**src/rtl/cfe_pkg.sv**
```systemverilog
package cfe_pkg;
  typedef enum logic [2:0] {
    ST_READY, ST_RECV, ST_FULL, ST_EXEC, ST_RESP, ST_FAULT
  } cfe_state_t;

  localparam int OFS_STS  = 'h18;
  localparam int OFS_FIFO = 'h24;
  localparam int HDR_LEN  = 10;
  localparam int LEN_MSB_IDX = 2;
  localparam int LEN_LSB_IDX = 5;
  localparam int BIT_READY = 6;
  localparam int BIT_GO    = 5;
endpackage

```
**src/rtl/cfe_buffer.sv**
```systemverilog
module cfe_buffer #(
  parameter int DEPTH = 64,
  localparam int AW = $clog2(DEPTH)
) (
  input  logic          clk,
  input  logic          we,
  input  logic [AW-1:0] waddr,
  input  logic [7:0]    wdata,
  input  logic [AW-1:0] raddr,
  output logic [7:0]    rdata
);
  logic [7:0] mem [DEPTH];

  always_ff @(posedge clk) begin
    if (we) mem[waddr] <= wdata;
    rdata <= mem[raddr];
  end
endmodule

```
**src/rtl/cfe_len_decode.sv**
```systemverilog
module cfe_len_decode #(
  parameter int DEPTH = 64,
  localparam int CNT_W = $clog2(DEPTH + 1)
) (
  input  logic             clk,
  input  logic             rst,
  input  logic             clr,
  input  logic             push,
  input  logic [CNT_W-1:0] idx,
  input  logic [7:0]       din,
  output logic             known,
  output logic             bad,
  output logic [CNT_W-1:0] len
);
  import cfe_pkg::*;
  logic [31:0] acc;

  always_ff @(posedge clk) begin
    if (rst || clr) begin
      acc   <= '0;
      known <= 1'b0;
    end else if (push) begin
      if (idx >= CNT_W'(LEN_MSB_IDX) && idx <= CNT_W'(LEN_LSB_IDX))
        acc <= {acc[23:0], din};
      if (idx == CNT_W'(LEN_LSB_IDX))
        known <= 1'b1;
    end
  end

  assign bad = known && (acc < 32'(HDR_LEN) || acc > 32'(DEPTH));
  assign len = acc[CNT_W-1:0];
endmodule

```
**src/rtl/cmd_fifo_engine.sv**
```systemverilog
module cmd_fifo_engine #(
  parameter int DEPTH  = 64,
  parameter int ADDR_W = 8,
  localparam int AW    = $clog2(DEPTH),
  localparam int CNT_W = $clog2(DEPTH + 1)
) (
  input  logic              clk,
  input  logic              rst,
  input  logic [ADDR_W-1:0] host_addr,
  input  logic              host_wr,
  input  logic              host_rd,
  input  logic [7:0]        host_wdata,
  output logic [7:0]        host_rdata,
  output logic              exec_req,
  output logic [CNT_W-1:0]  exec_len,
  input  logic [AW-1:0]     cmd_raddr,
  output logic [7:0]        cmd_rdata,
  input  logic              rsp_valid,
  input  logic              rsp_last,
  input  logic [7:0]        rsp_data
);
  import cfe_pkg::*;
  localparam logic [CNT_W-1:0] DEPTH_C = CNT_W'(DEPTH);

  cfe_state_t       st;
  logic [CNT_W-1:0] cnt, rsp_len, cmd_len;
  logic             len_known, len_bad;
  logic             sts_wr, ready_wr, go_wr, fifo_wr, fifo_rd, accept, rsp_we;
  logic             sts_ready, sts_expect, sts_avail, sts_err;
  logic [15:0]      burst;
  logic [7:0]       sts_byte, mem_q, reg_q;
  logic             use_mem_q;

  // host decode
  assign sts_wr   = host_wr && host_addr == ADDR_W'(OFS_STS);
  assign ready_wr = sts_wr && host_wdata[BIT_READY];
  assign go_wr    = sts_wr && host_wdata[BIT_GO];
  assign fifo_wr  = host_wr && host_addr == ADDR_W'(OFS_FIFO);
  assign fifo_rd  = host_rd && host_addr == ADDR_W'(OFS_FIFO);
  assign accept   = fifo_wr && !ready_wr &&
                    (st == ST_READY || (st == ST_RECV && !len_bad));
  assign rsp_we   = st == ST_EXEC && rsp_valid && !ready_wr && cnt < DEPTH_C;

  cfe_len_decode #(.DEPTH(DEPTH)) u_len (
    .clk(clk), .rst(rst), .clr(ready_wr), .push(accept),
    .idx(cnt), .din(host_wdata),
    .known(len_known), .bad(len_bad), .len(cmd_len)
  );

  cfe_buffer #(.DEPTH(DEPTH)) u_buf (
    .clk(clk), .we(accept || rsp_we), .waddr(cnt[AW-1:0]),
    .wdata(accept ? host_wdata : rsp_data),
    .raddr(st == ST_EXEC ? cmd_raddr : cnt[AW-1:0]),
    .rdata(mem_q)
  );

  // state machine and shared byte counter
  always_ff @(posedge clk) begin
    if (rst) begin
      st      <= ST_READY;
      cnt     <= '0;
      rsp_len <= '0;
    end else if (ready_wr) begin
      st  <= ST_READY;
      cnt <= '0;
    end else begin
      case (st)
        ST_READY: if (accept) begin
          st  <= ST_RECV;
          cnt <= CNT_W'(1);
        end
        ST_RECV: begin
          if (len_bad) st <= ST_FAULT;
          else if (accept) begin
            cnt <= cnt + 1'b1;
            if (len_known && cnt + 1'b1 == cmd_len) st <= ST_FULL;
          end
        end
        ST_FULL: if (go_wr) begin
          st  <= ST_EXEC;
          cnt <= '0;
        end
        ST_EXEC: if (rsp_valid) begin
          if (rsp_last) begin
            st      <= ST_RESP;
            rsp_len <= (cnt < DEPTH_C) ? cnt + 1'b1 : cnt;
            cnt     <= '0;
          end else if (cnt < DEPTH_C) begin
            cnt <= cnt + 1'b1;
          end
        end
        ST_RESP: if (fifo_rd && cnt < rsp_len) cnt <= cnt + 1'b1;
        default: ;
      endcase
    end
  end

  // status and burst count
  assign sts_ready  = st == ST_READY;
  assign sts_expect = st == ST_RECV && !len_bad;
  assign sts_avail  = st == ST_RESP && cnt < rsp_len;
  assign sts_err    = st == ST_FAULT || (st == ST_RECV && len_bad);
  assign sts_byte   = {1'b1, sts_ready, 1'b0, sts_avail, sts_expect, sts_err, 2'b00};

  always_comb begin
    case (st)
      ST_READY: burst = 16'(DEPTH);
      ST_RECV:  burst = len_bad   ? 16'd0 :
                        len_known ? 16'(cmd_len - cnt) : 16'(DEPTH_C - cnt);
      ST_RESP:  burst = 16'(rsp_len - cnt);
      default:  burst = 16'd0;
    endcase
  end

  // registered read path
  always_ff @(posedge clk) begin
    if (rst) begin
      use_mem_q <= 1'b0;
      reg_q     <= 8'hFF;
    end else if (host_rd) begin
      use_mem_q <= fifo_rd && sts_avail;
      if (host_addr == ADDR_W'(OFS_STS))          reg_q <= sts_byte;
      else if (host_addr == ADDR_W'(OFS_STS + 1)) reg_q <= burst[7:0];
      else if (host_addr == ADDR_W'(OFS_STS + 2)) reg_q <= burst[15:8];
      else                                        reg_q <= 8'hFF;
    end
  end

  assign host_rdata = use_mem_q ? mem_q : reg_q;
  assign cmd_rdata  = mem_q;
  assign exec_req   = st == ST_EXEC;
  assign exec_len   = cmd_len;
endmodule

```
**config.mk**
```make
export PLATFORM = sky130hd
export DESIGN_NAME = cmd_fifo_engine
export DESIGN_NICKNAME = d
export VERILOG_FILES = /design/src/rtl/cfe_pkg.sv /design/src/rtl/cfe_buffer.sv /design/src/rtl/cfe_len_decode.sv /design/src/rtl/cmd_fifo_engine.sv
export SDC_FILE = /design/constraint.sdc
export NUM_CORES = 1
export LEC_CHECK = 0
export ABC_AREA = 0
export CELL_PAD_IN_SITES_DETAIL_PLACEMENT = 1
export CELL_PAD_IN_SITES_GLOBAL_PLACEMENT = 2
export CORE_MARGIN = 3
export CORE_UTILIZATION = 45
export DETAILED_ROUTE_END_ITERATION = 16
export DONT_BUFFER_PORTS = 1
export PLACE_DENSITY = 0.75
export SETUP_SLACK_MARGIN = 0.02
export SLEW_MARGIN = 5
export SYNTH_ARGS = -nofsm -noshare
export SYNTH_HDL_FRONTEND = slang
export SYNTH_SLANG_ARGS = --single-unit
```
**constraint.sdc**
```tcl
create_clock -name clk -period 4 [get_ports clk]
set_clock_uncertainty 0.05 [all_clocks]
set_input_delay 0.2 -clock clk [delete_from_list [all_inputs] [get_ports clk]]
set_output_delay 0.2 -clock clk [all_outputs]
set_load 0.05 [all_outputs]
```
==> run_summary.xml <==
<?xml version="1.0" encoding="UTF-8"?>
<metrics>
  <group name="run_status">
    <metric name="run_status" unit="">completed</metric>
  </group>
  <group name="routing">
    <metric name="route.final.wire_length" unit="um">66700</metric>
    <metric name="via_count" unit="">14300</metric>
    <metric name="met2_routed_wirelength" unit="um">31500</metric>
    <metric name="routed_wl_per_cell" unit="um">28.1</metric>
    <metric name="routed_via_density" unit="">6.01</metric>
    <metric name="drc" unit="">0</metric>
    <metric name="route.met3.wl" unit="um">4470</metric>
    <metric name="antenna_left" unit="">0</metric>
    <metric name="drtPass1Iterations" unit="">5</metric>
    <metric name="dr.first_iter.drc_count" unit="">1255</metric>
    <metric name="route.top_layer_used" unit="">met5</metric>
    <metric name="metal_1_wl" unit="um">28800</metric>
  </group>
  <group name="place">
    <metric name="detailed_place.area" unit="mm^2">0.0255</metric>
    <metric name="worst_setup_slack_after_placement" unit="ns">0.217</metric>
    <metric name="dpl.cell_count" unit="">2243</metric>
    <metric name="gp_congestion" unit="">0.834</metric>
    <metric name="dp_hpwl" unit="um">43200</metric>
    <metric name="io_buffer_count" unit="">0</metric>
  </group>
  <group name="power">
    <metric name="total_leakage_power" unit="nW">8.93</metric>
    <metric name="pwr_density_cell" unit="mW/mm^2">459</metric>
    <metric name="irDropWorstVdd" unit="uV">467</metric>
    <metric name="totalPowerFinal" unit="mW">12.7</metric>
  </group>
  <group name="critical_path">
    <metric name="critical_path.cell_chain" unit="">nand3b_4 &gt; inv_4 &gt; mux2i_4 &gt; buf_12 &gt; mux4_2 &gt; a22oi_1 &gt; nand4_1 &gt; or2_1</metric>
    <metric name="timing.critical_path.required" unit="ns">4.45</metric>
    <metric name="critPathMaxFanout" unit="">45</metric>
    <metric name="cp-end-kind" unit="">flop</metric>
    <metric name="timing.setup.critical_path_class" unit="">flop to flop</metric>
    <metric name="worst-path-stages" unit="">8</metric>
    <metric name="arrival_time_of_data_at_the_critical_path_endpoint" unit="ns">4.24</metric>
    <metric name="critical_path.max_stage_delay" unit="ns">0.67</metric>
    <metric name="rr_worst_depth" unit="">8</metric>
    <metric name="start_kind" unit="">flop</metric>
    <metric name="cp_num_buf_inv" unit="">2</metric>
    <metric name="timing.critical_path.slowest_stage_cell" unit="">sky130_fd_sc_hd__dfxtp_1</metric>
    <metric name="cp_top_family" unit="">simple AND/OR/NAND/NOR gates</metric>
  </group>
  <group name="timing">
    <metric name="tightestPinTransition" unit="ns">1.18</metric>
    <metric name="period_minus_slack" unit="ns">3.80</metric>
    <metric name="timing.final.crit_share" unit="%">94.9</metric>
    <metric name="setup_viol" unit="">0</metric>
    <metric name="fin_ws" unit="ns">0.202</metric>
    <metric name="max_clock_freq" unit="MHz">263</metric>
    <metric name="rsz0062_at_grt" unit="">false</metric>
    <metric name="final_max_slew_viol_count" unit="">0</metric>
    <metric name="final_hold_viol_count" unit="">0</metric>
    <metric name="slew_headroom" unit="%">21.1</metric>
    <metric name="tns" unit="ns">0</metric>
    <metric name="holdWs" unit="ns">0.0394</metric>
  </group>
  <group name="hold_path">
    <metric name="holdPathStages" unit="">3</metric>
    <metric name="timing.hold.worst.class" unit="">primary input to flop</metric>
  </group>
  <group name="synth">
    <metric name="synth.cell_area" unit="mm^2">0.0241</metric>
    <metric name="gate_count_of_the_mapped_netlist" unit="">1530</metric>
    <metric name="synth_most_common_cell" unit="">sky130_fd_sc_hd__edfxtp_1</metric>
    <metric name="number_of_enable_type_register_cells_in_the_synthesized_netlist" unit="">512</metric>
    <metric name="synth.top_cells.by_count" unit="">sky130_fd_sc_hd__edfxtp_1, sky130_fd_sc_hd__nand2_1, sky130_fd_sc_hd__nor2_1</metric>
    <metric name="yosysSeqAreaShare" unit="%">69.4</metric>
    <metric name="syn_area_per_cell" unit="um^2">15.7</metric>
    <metric name="synth_cell_types" unit="">66</metric>
    <metric name="postSynthRegisterBits" unit="">579</metric>
    <metric name="yosysWarnings" unit="">0</metric>
    <metric name="synth_fp_nets" unit="">1586</metric>
    <metric name="synth_async_sr_flop_share" unit="%">0</metric>
    <metric name="post-synth-top-area-cell" unit="">sky130_fd_sc_hd__edfxtp_1</metric>
    <metric name="synth_top_area_share" unit="%">63.9</metric>
    <metric name="ys_top_cells_by_area" unit="">sky130_fd_sc_hd__edfxtp_1, sky130_fd_sc_hd__mux4_2, sky130_fd_sc_hd__dfxtp_1</metric>
    <metric name="dominantRegCellSynth" unit="">sky130_fd_sc_hd__edfxtp_1</metric>
  </group>
  <group name="clock_tree">
    <metric name="cts_tree" unit="">done</metric>
    <metric name="clock_insertion_delay_worst_skew" unit="ns">0.62</metric>
    <metric name="cts_root_buffer" unit="">sky130_fd_sc_hd__clkbuf_16</metric>
    <metric name="clk_path_buf_depth" unit="">3</metric>
    <metric name="cts-buffers-inserted" unit="">58</metric>
    <metric name="h-tree-depth" unit="">2</metric>
    <metric name="numClockSinks" unit="">579</metric>
    <metric name="clkTransAtPathRegs" unit="ns">0.07</metric>
  </group>
  <group name="layout">
    <metric name="syn_to_final_growth" unit="%">14.7</metric>
    <metric name="final_core_util" unit="%">52.3</metric>
    <metric name="final-instance-count-excl-fill" unit="">2371</metric>
    <metric name="nFillCells" unit="">4973</metric>
    <metric name="design_area" unit="mm^2">0.0276</metric>
    <metric name="layout-drive-gt1-share" unit="%">20.4</metric>
    <metric name="finalNetCount" unit="">1689</metric>
  </group>
  <group name="die">
    <metric name="die_w" unit="um">237</metric>
    <metric name="dieHeight" unit="um">237</metric>
    <metric name="dieArea" unit="mm^2">0.0563</metric>
    <metric name="placementRows" unit="">84</metric>
    <metric name="floorplan.io_pins" unit="">60</metric>
    <metric name="core_area" unit="mm^2">0.0528</metric>
    <metric name="floorplan.initialDensity" unit="%">45.6</metric>
  </group>
  <group name="global_route">
    <metric name="number_of_global_route_vias_before_repair" unit="">14800</metric>
    <metric name="grt_first_pass_wirelength" unit="um">99100</metric>
    <metric name="initial_antenna_violation_count" unit="">1</metric>
    <metric name="largest_net_degree_at_the_start_of_global_routing" unit="">70</metric>
    <metric name="gr_usage_total" unit="%">23.9</metric>
    <metric name="grt-ovfl-total" unit="">0</metric>
  </group>
  <group name="run">
    <metric name="maxCapViolCount" unit="">0</metric>
  </group>
</metrics>
final timing paths:
path                  from             end  slack (ns)
min reg2reg  u_len.acc[31]   u_len.acc[31]        0.43
max                  st[0]  u_buf.rdata[1]        0.20
max reg2reg          st[0]  u_buf.rdata[1]        0.20
min           cmd_raddr[3]  u_buf.rdata[6]        0.04
cell type report:
cell class | count | area, um^2 | share of cell area (%)
antenna | 1 | 2.50 | 0.00906
sequential | 579 | 16700 | 60.5
clock inverter | 33 | 428 | 1.55
inverter | 20 | 77.6 | 0.281
multi-input combinational | 846 | 6920 | 25.0
tap | 688 | 861 | 3.12
clock buffer | 76 | 1550 | 5.61
timing repair buffer | 128 | 1070 | 3.87
what timing repair did:
item	4_1_cts	5_1_grt
hold buffers	18	0
setup buffers	0	0
setup endpoints to repair	0	0
endpoints found under the hold margin	32	0
gates resized for setup	0	0
routing by layer:
layer,up-vias,track usage [%]
met5,-,0
met4,2,7.10
met3,102,4.61
met2,483,38.2
met1,7416,33.6
li1,6253,-
logic make-up (layout without fill, tap and decap cells):
kind of cell | Yosys count | in the layout | share of synthesized area, %
flops | 579 | 579 | 69.4
mux | 158 | 158 | 12.2
simple gates | 414 | 414 | 8.00
other cells | 0 | 1 | 0
fa+ha+maj | 20 | 20 | 1.10
buf+inv | 105 | 257 | 2.06
xor+xnor | 22 | 22 | 0.800
compound gates | 232 | 232 | 6.41
worst register-to-register path: stages (launching register included):
cell and delay, ns:
sky130_fd_sc_hd__dfxtp_1 0.67, sky130_fd_sc_hd__nand3b_4 0.27, sky130_fd_sc_hd__inv_4 0.19, sky130_fd_sc_hd__mux2i_4 0.39, sky130_fd_sc_hd__buf_12 0.36, sky130_fd_sc_hd__mux4_2 0.62, sky130_fd_sc_hd__a22oi_1 0.35, sky130_fd_sc_hd__nand4_1 0.43
sky130_fd_sc_hd__or2_1 0.36
cells in the final DEF (no fill, tap or decap), types with 23 or more instances in the layout:
master / Yosys / final
sky130_fd_sc_hd__nand3_1: 72 / 71
sky130_fd_sc_hd__mux2i_1: 30 / 29
sky130_fd_sc_hd__nor2_1: 111 / 111
sky130_fd_sc_hd__a22oi_1: 49 / 49
sky130_fd_sc_hd__edfxtp_1: 512 / 512
sky130_fd_sc_hd__a21oi_1: 27 / 27
sky130_fd_sc_hd__clkbuf_16: 0 / 58
sky130_fd_sc_hd__nand4_1: 23 / 23
sky130_fd_sc_hd__dfxtp_1: 67 / 67
sky130_fd_sc_hd__nor3_1: 24 / 24
sky130_fd_sc_hd__mux4_2: 106 / 106
sky130_fd_sc_hd__o21ai_0: 64 / 64
sky130_fd_sc_hd__nand2_1: 124 / 124
sky130_fd_sc_hd__buf_4: 14 / 105
sequential cells by signal, summed over array words and instances (netlist names):
register / cells
u_buf.mem: 512
u_len.acc: 32
reg_q: 8
u_buf.rdata: 8
cnt: 7
rsp_len: 7
st: 3
u_len.known: 1
use_mem_q: 1
power by group:
part	switching (mW)	internal (mW)	total, mW	leakage (nW)
sequential	0.0262	6.58	6.61	5.14
combinational	0.315	0.171	0.486	2.83
clock	2.31	3.27	5.58	0.951
total	2.65	10.0	12.7	8.93
(Power assumes the default switching activity.)
